## config.mk

```make
export PLATFORM = sky130hd
export DESIGN_NAME = msg_regport
export DESIGN_NICKNAME = d
export VERILOG_FILES = /design/src/rtl/msg_regport_pkg.sv /design/src/rtl/msg_out_slot.sv /design/src/rtl/msg_in_latch.sv /design/src/rtl/msg_status_reg.sv /design/src/rtl/msg_regport.sv
export SDC_FILE = /design/constraint.sdc
export NUM_CORES = 1
export LEC_CHECK = 0
export BUFFER_PORTS_ARGS = -buffer_cell sky130_fd_sc_hd__buf_4
export CAP_MARGIN = 20
export CORE_ASPECT_RATIO = 0.6
export CORE_MARGIN = 2
export CORE_UTILIZATION = 40
export CTS_BUF_LIST = sky130_fd_sc_hd__clkbuf_8
export CTS_CLUSTER_DIAMETER = 120
export DETAILED_ROUTE_END_ITERATION = 7
export PLACE_DENSITY = 0.66
export SYNTH_ARGS = -nofsm -noshare
export SYNTH_HDL_FRONTEND = slang
export SYNTH_SLANG_ARGS = --single-unit
```

## constraint.sdc

```tcl
create_clock -name clk_i -period 1.7 [get_ports clk_i]
set_input_delay 0.255 -clock clk_i [delete_from_list [all_inputs] [get_ports clk_i]]
set_output_delay 0.255 -clock clk_i [all_outputs]
set_load 0.005 [all_outputs]
```

## src/rtl/msg_regport_pkg.sv

```systemverilog
package msg_regport_pkg;
  localparam int WORD_W = 32;
  localparam int OFS_W  = 2;

  localparam logic [OFS_W-1:0] OFS_DATA = 2'd0;
  localparam logic [OFS_W-1:0] OFS_CTRL = 2'd1;
  localparam logic [OFS_W-1:0] OFS_RESP = 2'd2;
  localparam logic [OFS_W-1:0] OFS_STAT = 2'd3;

  // control word flag positions
  localparam int F_REPLY = 31;
  localparam int F_WRITE = 30;
  localparam int F_READ  = 29;
  localparam int F_HALF  = 28;

  // status bit positions
  localparam int S_RDPEND = 0;
  localparam int S_REQ    = 1;
  localparam int S_RESP   = 2;
  localparam int S_ERR    = 3;
  localparam int S_BUSY   = 4;

  // flags kept, reserved bits zeroed, address kept
  function automatic logic [WORD_W-1:0] ctrl_keep_mask(int aw);
    logic [WORD_W-1:0] m;
    m = '0;
    for (int i = 0; i < WORD_W; i++) begin
      if (i >= F_HALF || i < aw) m[i] = 1'b1;
    end
    return m;
  endfunction
endpackage

```

## src/rtl/msg_out_slot.sv

```systemverilog
module msg_out_slot
  import msg_regport_pkg::*;
#(
  parameter int ADDR_W = 20
) (
  input  logic              clk_i,
  input  logic              rst_ni,
  input  logic              launch_i,
  input  logic [WORD_W-1:0] ctrl_i,
  input  logic [WORD_W-1:0] data_i,
  output logic              out_valid_o,
  input  logic              out_ready_i,
  output logic [WORD_W-1:0] out_ctrl_o,
  output logic [WORD_W-1:0] out_data_o,
  input  logic              cpl_valid_i,
  input  logic [WORD_W-1:0] cpl_data_i,
  output logic [WORD_W-1:0] resp_o,
  output logic              rd_pend_o,
  output logic              busy_o
);
  localparam logic [WORD_W-1:0] KEEP = ctrl_keep_mask(ADDR_W);

  logic              valid_q, rd_q;
  logic [WORD_W-1:0] ctrl_q, data_q, resp_q;
  logic              accept;

  assign busy_o = valid_q || rd_q;
  assign accept = launch_i && !busy_o;

  always_ff @(posedge clk_i or negedge rst_ni) begin
    if (!rst_ni) begin
      valid_q <= 1'b0;
      ctrl_q  <= '0;
      data_q  <= '0;
    end else if (accept) begin
      valid_q <= 1'b1;
      ctrl_q  <= ctrl_i & KEEP;
      data_q  <= data_i;
    end else if (valid_q && out_ready_i) begin
      valid_q <= 1'b0;
    end
  end

  always_ff @(posedge clk_i or negedge rst_ni) begin
    if (!rst_ni) begin
      rd_q   <= 1'b0;
      resp_q <= '0;
    end else if (accept && ctrl_i[F_READ]) begin
      rd_q <= 1'b1;
    end else if (rd_q && cpl_valid_i) begin
      rd_q   <= 1'b0;
      resp_q <= cpl_data_i;
    end
  end

  assign out_valid_o = valid_q;
  assign out_ctrl_o  = ctrl_q;
  assign out_data_o  = data_q;
  assign resp_o      = resp_q;
  assign rd_pend_o   = rd_q;

  a_r2_hold: assert property (@(posedge clk_i) disable iff (!rst_ni)
    out_valid_o && !out_ready_i |=> out_valid_o && $stable(out_ctrl_o) && $stable(out_data_o));
  a_r4_reject_stable: assert property (@(posedge clk_i) disable iff (!rst_ni)
    launch_i && busy_o |=> $stable(out_ctrl_o));
  a_r5_cpl_clear: assert property (@(posedge clk_i) disable iff (!rst_ni)
    rd_pend_o && cpl_valid_i |=> !rd_pend_o);
  a_r5_no_stray_cpl: assert property (@(posedge clk_i) disable iff (!rst_ni)
    !rd_pend_o |=> $stable(resp_o));
endmodule

```

## src/rtl/msg_in_latch.sv

```systemverilog
module msg_in_latch
  import msg_regport_pkg::*;
(
  input  logic              clk_i,
  input  logic              rst_ni,
  input  logic              in_valid_i,
  output logic              in_ready_o,
  input  logic [WORD_W-1:0] in_ctrl_i,
  input  logic [WORD_W-1:0] in_data_i,
  input  logic              ack_i,
  input  logic              reply_sent_i,
  output logic [WORD_W-1:0] ctrl_o,
  output logic [WORD_W-1:0] data_o,
  output logic              req_o,
  output logic              resp_pend_o,
  output logic              err_o
);
  logic              req_q, resp_q;
  logic [WORD_W-1:0] ctrl_q, data_q;
  logic              accept;

  assign in_ready_o = !req_q;
  assign accept     = in_valid_i && !req_q;

  always_ff @(posedge clk_i or negedge rst_ni) begin
    if (!rst_ni) begin
      req_q  <= 1'b0;
      ctrl_q <= '0;
      data_q <= '0;
    end else if (accept) begin
      req_q  <= 1'b1;
      ctrl_q <= in_ctrl_i;
      data_q <= in_data_i;
    end else if (ack_i && req_q) begin
      req_q <= 1'b0;
    end
  end

  // a newly latched read outranks a reply sent in the same cycle
  always_ff @(posedge clk_i or negedge rst_ni) begin
    if (!rst_ni)                          resp_q <= 1'b0;
    else if (accept && in_ctrl_i[F_READ]) resp_q <= 1'b1;
    else if (reply_sent_i)                resp_q <= 1'b0;
  end

  assign ctrl_o      = ctrl_q;
  assign data_o      = data_q;
  assign req_o       = req_q;
  assign resp_pend_o = resp_q;
  assign err_o       = req_q && !ctrl_q[F_WRITE] && !ctrl_q[F_READ];

  a_r6_held: assert property (@(posedge clk_i) disable iff (!rst_ni)
    req_o && !ack_i |=> req_o && $stable(ctrl_o) && $stable(data_o));
  a_r7_ack_frees: assert property (@(posedge clk_i) disable iff (!rst_ni)
    req_o && ack_i |=> in_ready_o);
endmodule

```

## src/rtl/msg_status_reg.sv

```systemverilog
module msg_status_reg
  import msg_regport_pkg::*;
(
  input  logic              clk_i,
  input  logic              rst_ni,
  input  logic              rd_pend_i,
  input  logic              req_i,
  input  logic              resp_pend_i,
  input  logic              busy_i,
  input  logic              reject_i,
  input  logic              clr_i,
  output logic [WORD_W-1:0] status_o
);
  logic err_q;

  // a drop in the same cycle as the clearing read keeps the flag set
  always_ff @(posedge clk_i or negedge rst_ni) begin
    if (!rst_ni)       err_q <= 1'b0;
    else if (reject_i) err_q <= 1'b1;
    else if (clr_i)    err_q <= 1'b0;
  end

  always_comb begin
    status_o           = '0;
    status_o[S_RDPEND] = rd_pend_i;
    status_o[S_REQ]    = req_i;
    status_o[S_RESP]   = resp_pend_i;
    status_o[S_ERR]    = err_q;
    status_o[S_BUSY]   = busy_i;
  end

  a_r4_sticky: assert property (@(posedge clk_i) disable iff (!rst_ni)
    status_o[S_ERR] && !clr_i |=> status_o[S_ERR]);
  a_r3_rdpend_busy: assert property (@(posedge clk_i) disable iff (!rst_ni)
    rd_pend_i |-> busy_i);
endmodule

```

## src/rtl/msg_regport.sv

```systemverilog
module msg_regport
  import msg_regport_pkg::*;
#(
  parameter int ADDR_W = 20
) (
  input  logic              clk_i,
  input  logic              rst_ni,
  input  logic              bus_we_i,
  input  logic              bus_re_i,
  input  logic [OFS_W-1:0]  bus_addr_i,
  input  logic [WORD_W-1:0] bus_wdata_i,
  output logic [WORD_W-1:0] bus_rdata_o,
  output logic              out_valid_o,
  input  logic              out_ready_i,
  output logic [WORD_W-1:0] out_ctrl_o,
  output logic [WORD_W-1:0] out_data_o,
  input  logic              cpl_valid_i,
  input  logic [WORD_W-1:0] cpl_data_i,
  input  logic              in_valid_i,
  output logic              in_ready_o,
  input  logic [WORD_W-1:0] in_ctrl_i,
  input  logic [WORD_W-1:0] in_data_i,
  output logic              in_err_o
);
  logic [WORD_W-1:0] data_q;
  logic              ctrl_we, busy, rd_pend, req, resp_pend;
  logic              ack, clr, reject, reply_sent;
  logic [WORD_W-1:0] resp_w, in_ctrl_w, in_data_w, status_w;

  assign ctrl_we    = bus_we_i && (bus_addr_i == OFS_CTRL);
  assign reject     = ctrl_we && busy;
  assign reply_sent = ctrl_we && !busy && bus_wdata_i[F_REPLY];
  assign ack        = bus_re_i && (bus_addr_i == OFS_CTRL);
  assign clr        = bus_re_i && (bus_addr_i == OFS_STAT);

  always_ff @(posedge clk_i or negedge rst_ni) begin
    if (!rst_ni)                                    data_q <= '0;
    else if (bus_we_i && bus_addr_i == OFS_DATA)    data_q <= bus_wdata_i;
  end

  msg_out_slot #(.ADDR_W(ADDR_W)) u_out (
    .clk_i, .rst_ni,
    .launch_i   (ctrl_we),
    .ctrl_i     (bus_wdata_i),
    .data_i     (data_q),
    .out_valid_o, .out_ready_i, .out_ctrl_o, .out_data_o,
    .cpl_valid_i, .cpl_data_i,
    .resp_o     (resp_w),
    .rd_pend_o  (rd_pend),
    .busy_o     (busy)
  );

  msg_in_latch u_in (
    .clk_i, .rst_ni,
    .in_valid_i, .in_ready_o, .in_ctrl_i, .in_data_i,
    .ack_i        (ack),
    .reply_sent_i (reply_sent),
    .ctrl_o       (in_ctrl_w),
    .data_o       (in_data_w),
    .req_o        (req),
    .resp_pend_o  (resp_pend),
    .err_o        (in_err_o)
  );

  msg_status_reg u_stat (
    .clk_i, .rst_ni,
    .rd_pend_i   (rd_pend),
    .req_i       (req),
    .resp_pend_i (resp_pend),
    .busy_i      (busy),
    .reject_i    (reject),
    .clr_i       (clr),
    .status_o    (status_w)
  );

  always_comb begin
    bus_rdata_o = '0;
    if (bus_re_i) begin
      unique case (bus_addr_i)
        OFS_DATA: bus_rdata_o = in_data_w;
        OFS_CTRL: bus_rdata_o = in_ctrl_w;
        OFS_RESP: bus_rdata_o = resp_w;
        default:  bus_rdata_o = status_w;
      endcase
    end
  end

  a_r4_err_set: assert property (@(posedge clk_i) disable iff (!rst_ni)
    ctrl_we && busy |=> status_w[S_ERR]);
  a_r2_launch: assert property (@(posedge clk_i) disable iff (!rst_ni)
    ctrl_we && !busy |=> out_valid_o && status_w[S_BUSY]);
  a_r8_reply_clears: assert property (@(posedge clk_i) disable iff (!rst_ni)
    reply_sent && !in_valid_i |=> !status_w[S_RESP]);
endmodule

```

==> impl_metrics.env <==
export IMPL_worstPathRequired_ns=1.44
export IMPL_die_y_microns=116
export IMPL_place_hpwl_microns=14800
export IMPL_yosysMostFrequentCell="dfrtp_1"
export IMPL_clock_path_buffers=2
export IMPL_gp_congestion=0.816
export IMPL_die_width_microns=190
export IMPL_vias=5747
export IMPL_power_switching_mw=3.58
export IMPL_leakagePower_nw=5.65
export IMPL_start_kind="flop"
export IMPL_holdWs_ns=0.0355
export IMPL_p_comb_share_pct=30.6
export IMPL_worst_ep_arrival_time_ns=1.87
export IMPL_fin_crit_sh_pct=125
export IMPL_clkPwrFrac_pct=20.1
export IMPL_grt_setup_unrepaired="true"
export IMPL_synth_edf_count=0
export IMPL_drive_gt1_share_pct=59.6
export IMPL_swShare_pct=27.0
export IMPL_setup_tns_ns=-1.24
export IMPL_grt_pass1_wl_microns=33000
export IMPL_async_flop_share_pct=100
export IMPL_core_sq_um=20200
export IMPL_drc=0
export IMPL_via_per_inst=4.78
export IMPL_antennaDiodeCount=0
export IMPL_cts_root_buf="clkbuf_8"
export IMPL_areaGrowthSynthToFinish_pct=47.6
export IMPL_setup_slack_ns=-0.421
export IMPL_dr_pass1_iters=6
export IMPL_netlist_area_sq_um=8290
export IMPL_setup_violations_final=5
export IMPL_grt_pass1_vias=6101
export IMPL_syn_inst=558
export IMPL_num_io_pins=236
export IMPL_yosys_top_cells_count="189 x dfrtp_1, 145 x mux2_2, 38 x mux2_4"
export IMPL_ys_warn_count=0
export IMPL_ys_seq_elements=189
export IMPL_track_usage_pct=19.7
export IMPL_critPathMaxFanout=2
export IMPL_finalHoldViolations=0
export IMPL_yosysUniqueCellTypes=28
export IMPL_die_area_sq_um=21900
export IMPL_regToRegSetupSlack_ns=0.07
export IMPL_utilization_pct=60.7
export IMPL_cts_tree="built"
export IMPL_grt_overflow=0
export IMPL_powerDensity_nw_per_um2=1090
export IMPL_htreeDepth=4
export IMPL_violations="negative setup slack"
export IMPL_wire_per_inst_microns=18.0
export IMPL_clkTransAtPathRegs_ns=0.09
export IMPL_pwr_share_seq_pct=49.3
export IMPL_skew_ns=0.0110
export IMPL_peakVddDrop_mv=0.564
export IMPL_dp_cells=1052
export IMPL_hp_class="in2reg"
export IMPL_status="complete, but fails checks"
export IMPL_ys_seq_area_share_pct=57.1
export IMPL_insertion_delay_ns=0.46
export IMPL_cts_sinks=189
export IMPL_timing_worst_setup_path_type="reg2out"
export IMPL_drt_iter0_markers=234
export IMPL_max_cap_violations=0
export IMPL_drtAntennaViolNets=0
export IMPL_min_period_ns=2.12
export IMPL_fin_cells=1202
export IMPL_finalPower_mw=13.3
export IMPL_synth_area_leaders="dfrtp_1 57%, mux2_2 20%, mux2_4 6.9%, mux2i_1 3.3%, a21boi_0 2.4%"
export IMPL_maxSlewViolCount=0
export IMPL_nNetsFinal=1056
export IMPL_place_port_buffers=227
export IMPL_synth_top_flop_cell="dfrtp_1"
export IMPL_rows=40
export IMPL_cts_made_buffers=17
export IMPL_synth_area_leader_cell="dfrtp_1"
export IMPL_grt_max_degree=49
export IMPL_cp_end_kind="primary output"
export IMPL_start_util_pct=41.1
export IMPL_power_internal_mw=9.70
export IMPL_avgSynthCellArea_sq_um=14.9
export IMPL_synth_top_area_share_pct=57.1
export IMPL_fmax_ghz=0.471
export IMPL_grt_antenna_before_repair=0
export IMPL_wirelength_microns=21700
-- final timing paths --
check                                                    to                   startpoint  cells after the start
max                                          bus_rdata_o[4]  u_out.rd_pend_o$_DFFE_PN0P_                      4
min                             u_in.ctrl_o[11]$_DFFE_PN0N_                in_ctrl_i[11]                      2
max reg2reg                u_out.out_data_o[31]$_DFFE_PN0P_  u_out.rd_pend_o$_DFFE_PN0P_                      5
min reg2reg                u_out.out_data_o[10]$_DFFE_PN0P_       data_q[10]$_DFFE_PN0P_                      1
max in group asynchronous       u_in.data_o[10]$_DFFE_PN0N_                       rst_ni                      3
min in group asynchronous      u_out.resp_o[26]$_DFFE_PN0P_                       rst_ni                      2
-- per-layer routing --
metal,vias to the layer above,track usage [%],wire length (microns)
met1,2914,27.1,10200
met2,166,30.8,9990
met3,13,6.21,1340
met5,-,0,0
li1,2654,-,-
met4,0,4.50,192
-- through the flow --
stage                     cell area [sq um]  setup slack [ns]
after global placement                10400            -0.118
after floorplan                        8320             0.137
after detailed placement              10400            -0.131
after global routing                  12200            -0.491
final                                 12200            -0.421
after CTS                             11800            -0.470
-- power groups by stage --
stage	sequential, mW	combinational (mW)	clock [mW]
floorplan	6.43	1.91	0
global placement	6.54	3.41	0
detailed placement	6.63	3.51	0
CTS	6.54	3.93	2.77
global route	6.70	4.39	2.96
finish	6.55	4.07	2.66
-- final cells by class --
class | instances | area, sq um
Inverter | 4 | 15.0
Clock buffer | 21 | 289
Clock inverter | 8 | 45.0
Sequential cell | 189 | 4730
Timing Repair Buffer | 376 | 3320
Fill cell | 1573 | 7940
Multi-Input combinational cell | 331 | 3490
Tap cell | 273 | 342
-- cells by family after synthesis --
group           synth area share (%)
flops                           57.1
other cells                   0.0452
simple gates                    4.71
buf+inv                         3.97
compound gates                  3.02
mux                             31.2
-- worst max-delay path: stages (launching register included) --
cell and delay [ns]:
dfrtp_1 0.40, or2_4 0.24, mux4_2 0.47, and2_4 0.18, buf_6 0.11
-- cells in the final DEF (no fill, tap or decap), types with 2 or more instances in the layout --
| cell type | synthesis | routed |
|---|---|---|
| and2_4 | 0 | 5 |
| clkbuf_8 | 0 | 22 |
| clkinv_2 | 0 | 5 |
| a31oi_1 | 3 | 3 |
| inv_1 | 4 | 5 |
| buf_12 | 4 | 13 |
| mux2_2 | 145 | 141 |
| dlygate4sd3_1 | 0 | 105 |
| conb_1 | 1 | 8 |
| clkbuf_16 | 0 | 2 |
| mux2_4 | 38 | 42 |
| buf_6 | 1 | 8 |
| o21ai_0 | 3 | 3 |
| a21boi_2 | 0 | 25 |
| nand2_1 | 31 | 31 |
| nor2b_4 | 1 | 3 |
| mux2i_1 | 27 | 27 |
| buf_4 | 16 | 247 |
| dfrtp_1 | 189 | 188 |
| or2_4 | 0 | 28 |
| mux4_2 | 5 | 5 |
-- state kept, by name (all words and copies together), names as in the netlist, 24 cells and up --
| signal | flops |
|---|---|
| data_q | 32 |
| u_in.ctrl_o | 32 |
| u_in.data_o | 32 |
| u_out.out_data_o | 32 |
| u_out.resp_o | 32 |
| u_out.out_ctrl_o | 24 |
-- timing repair --
| item | CTS | global route |
|---|---|---|
| endpoints found under the hold margin | 118 | 31 |
| pin swaps | 25 | 30 |
| cloned | 0 | 2 |
| hold buffers | 75 | 30 |
| setup endpoints to repair | 33 | 36 |
| gates resized for setup | 83 | 21 |
| buffers inserted | 9 | 7 |
(Power assumes the default switching activity.)
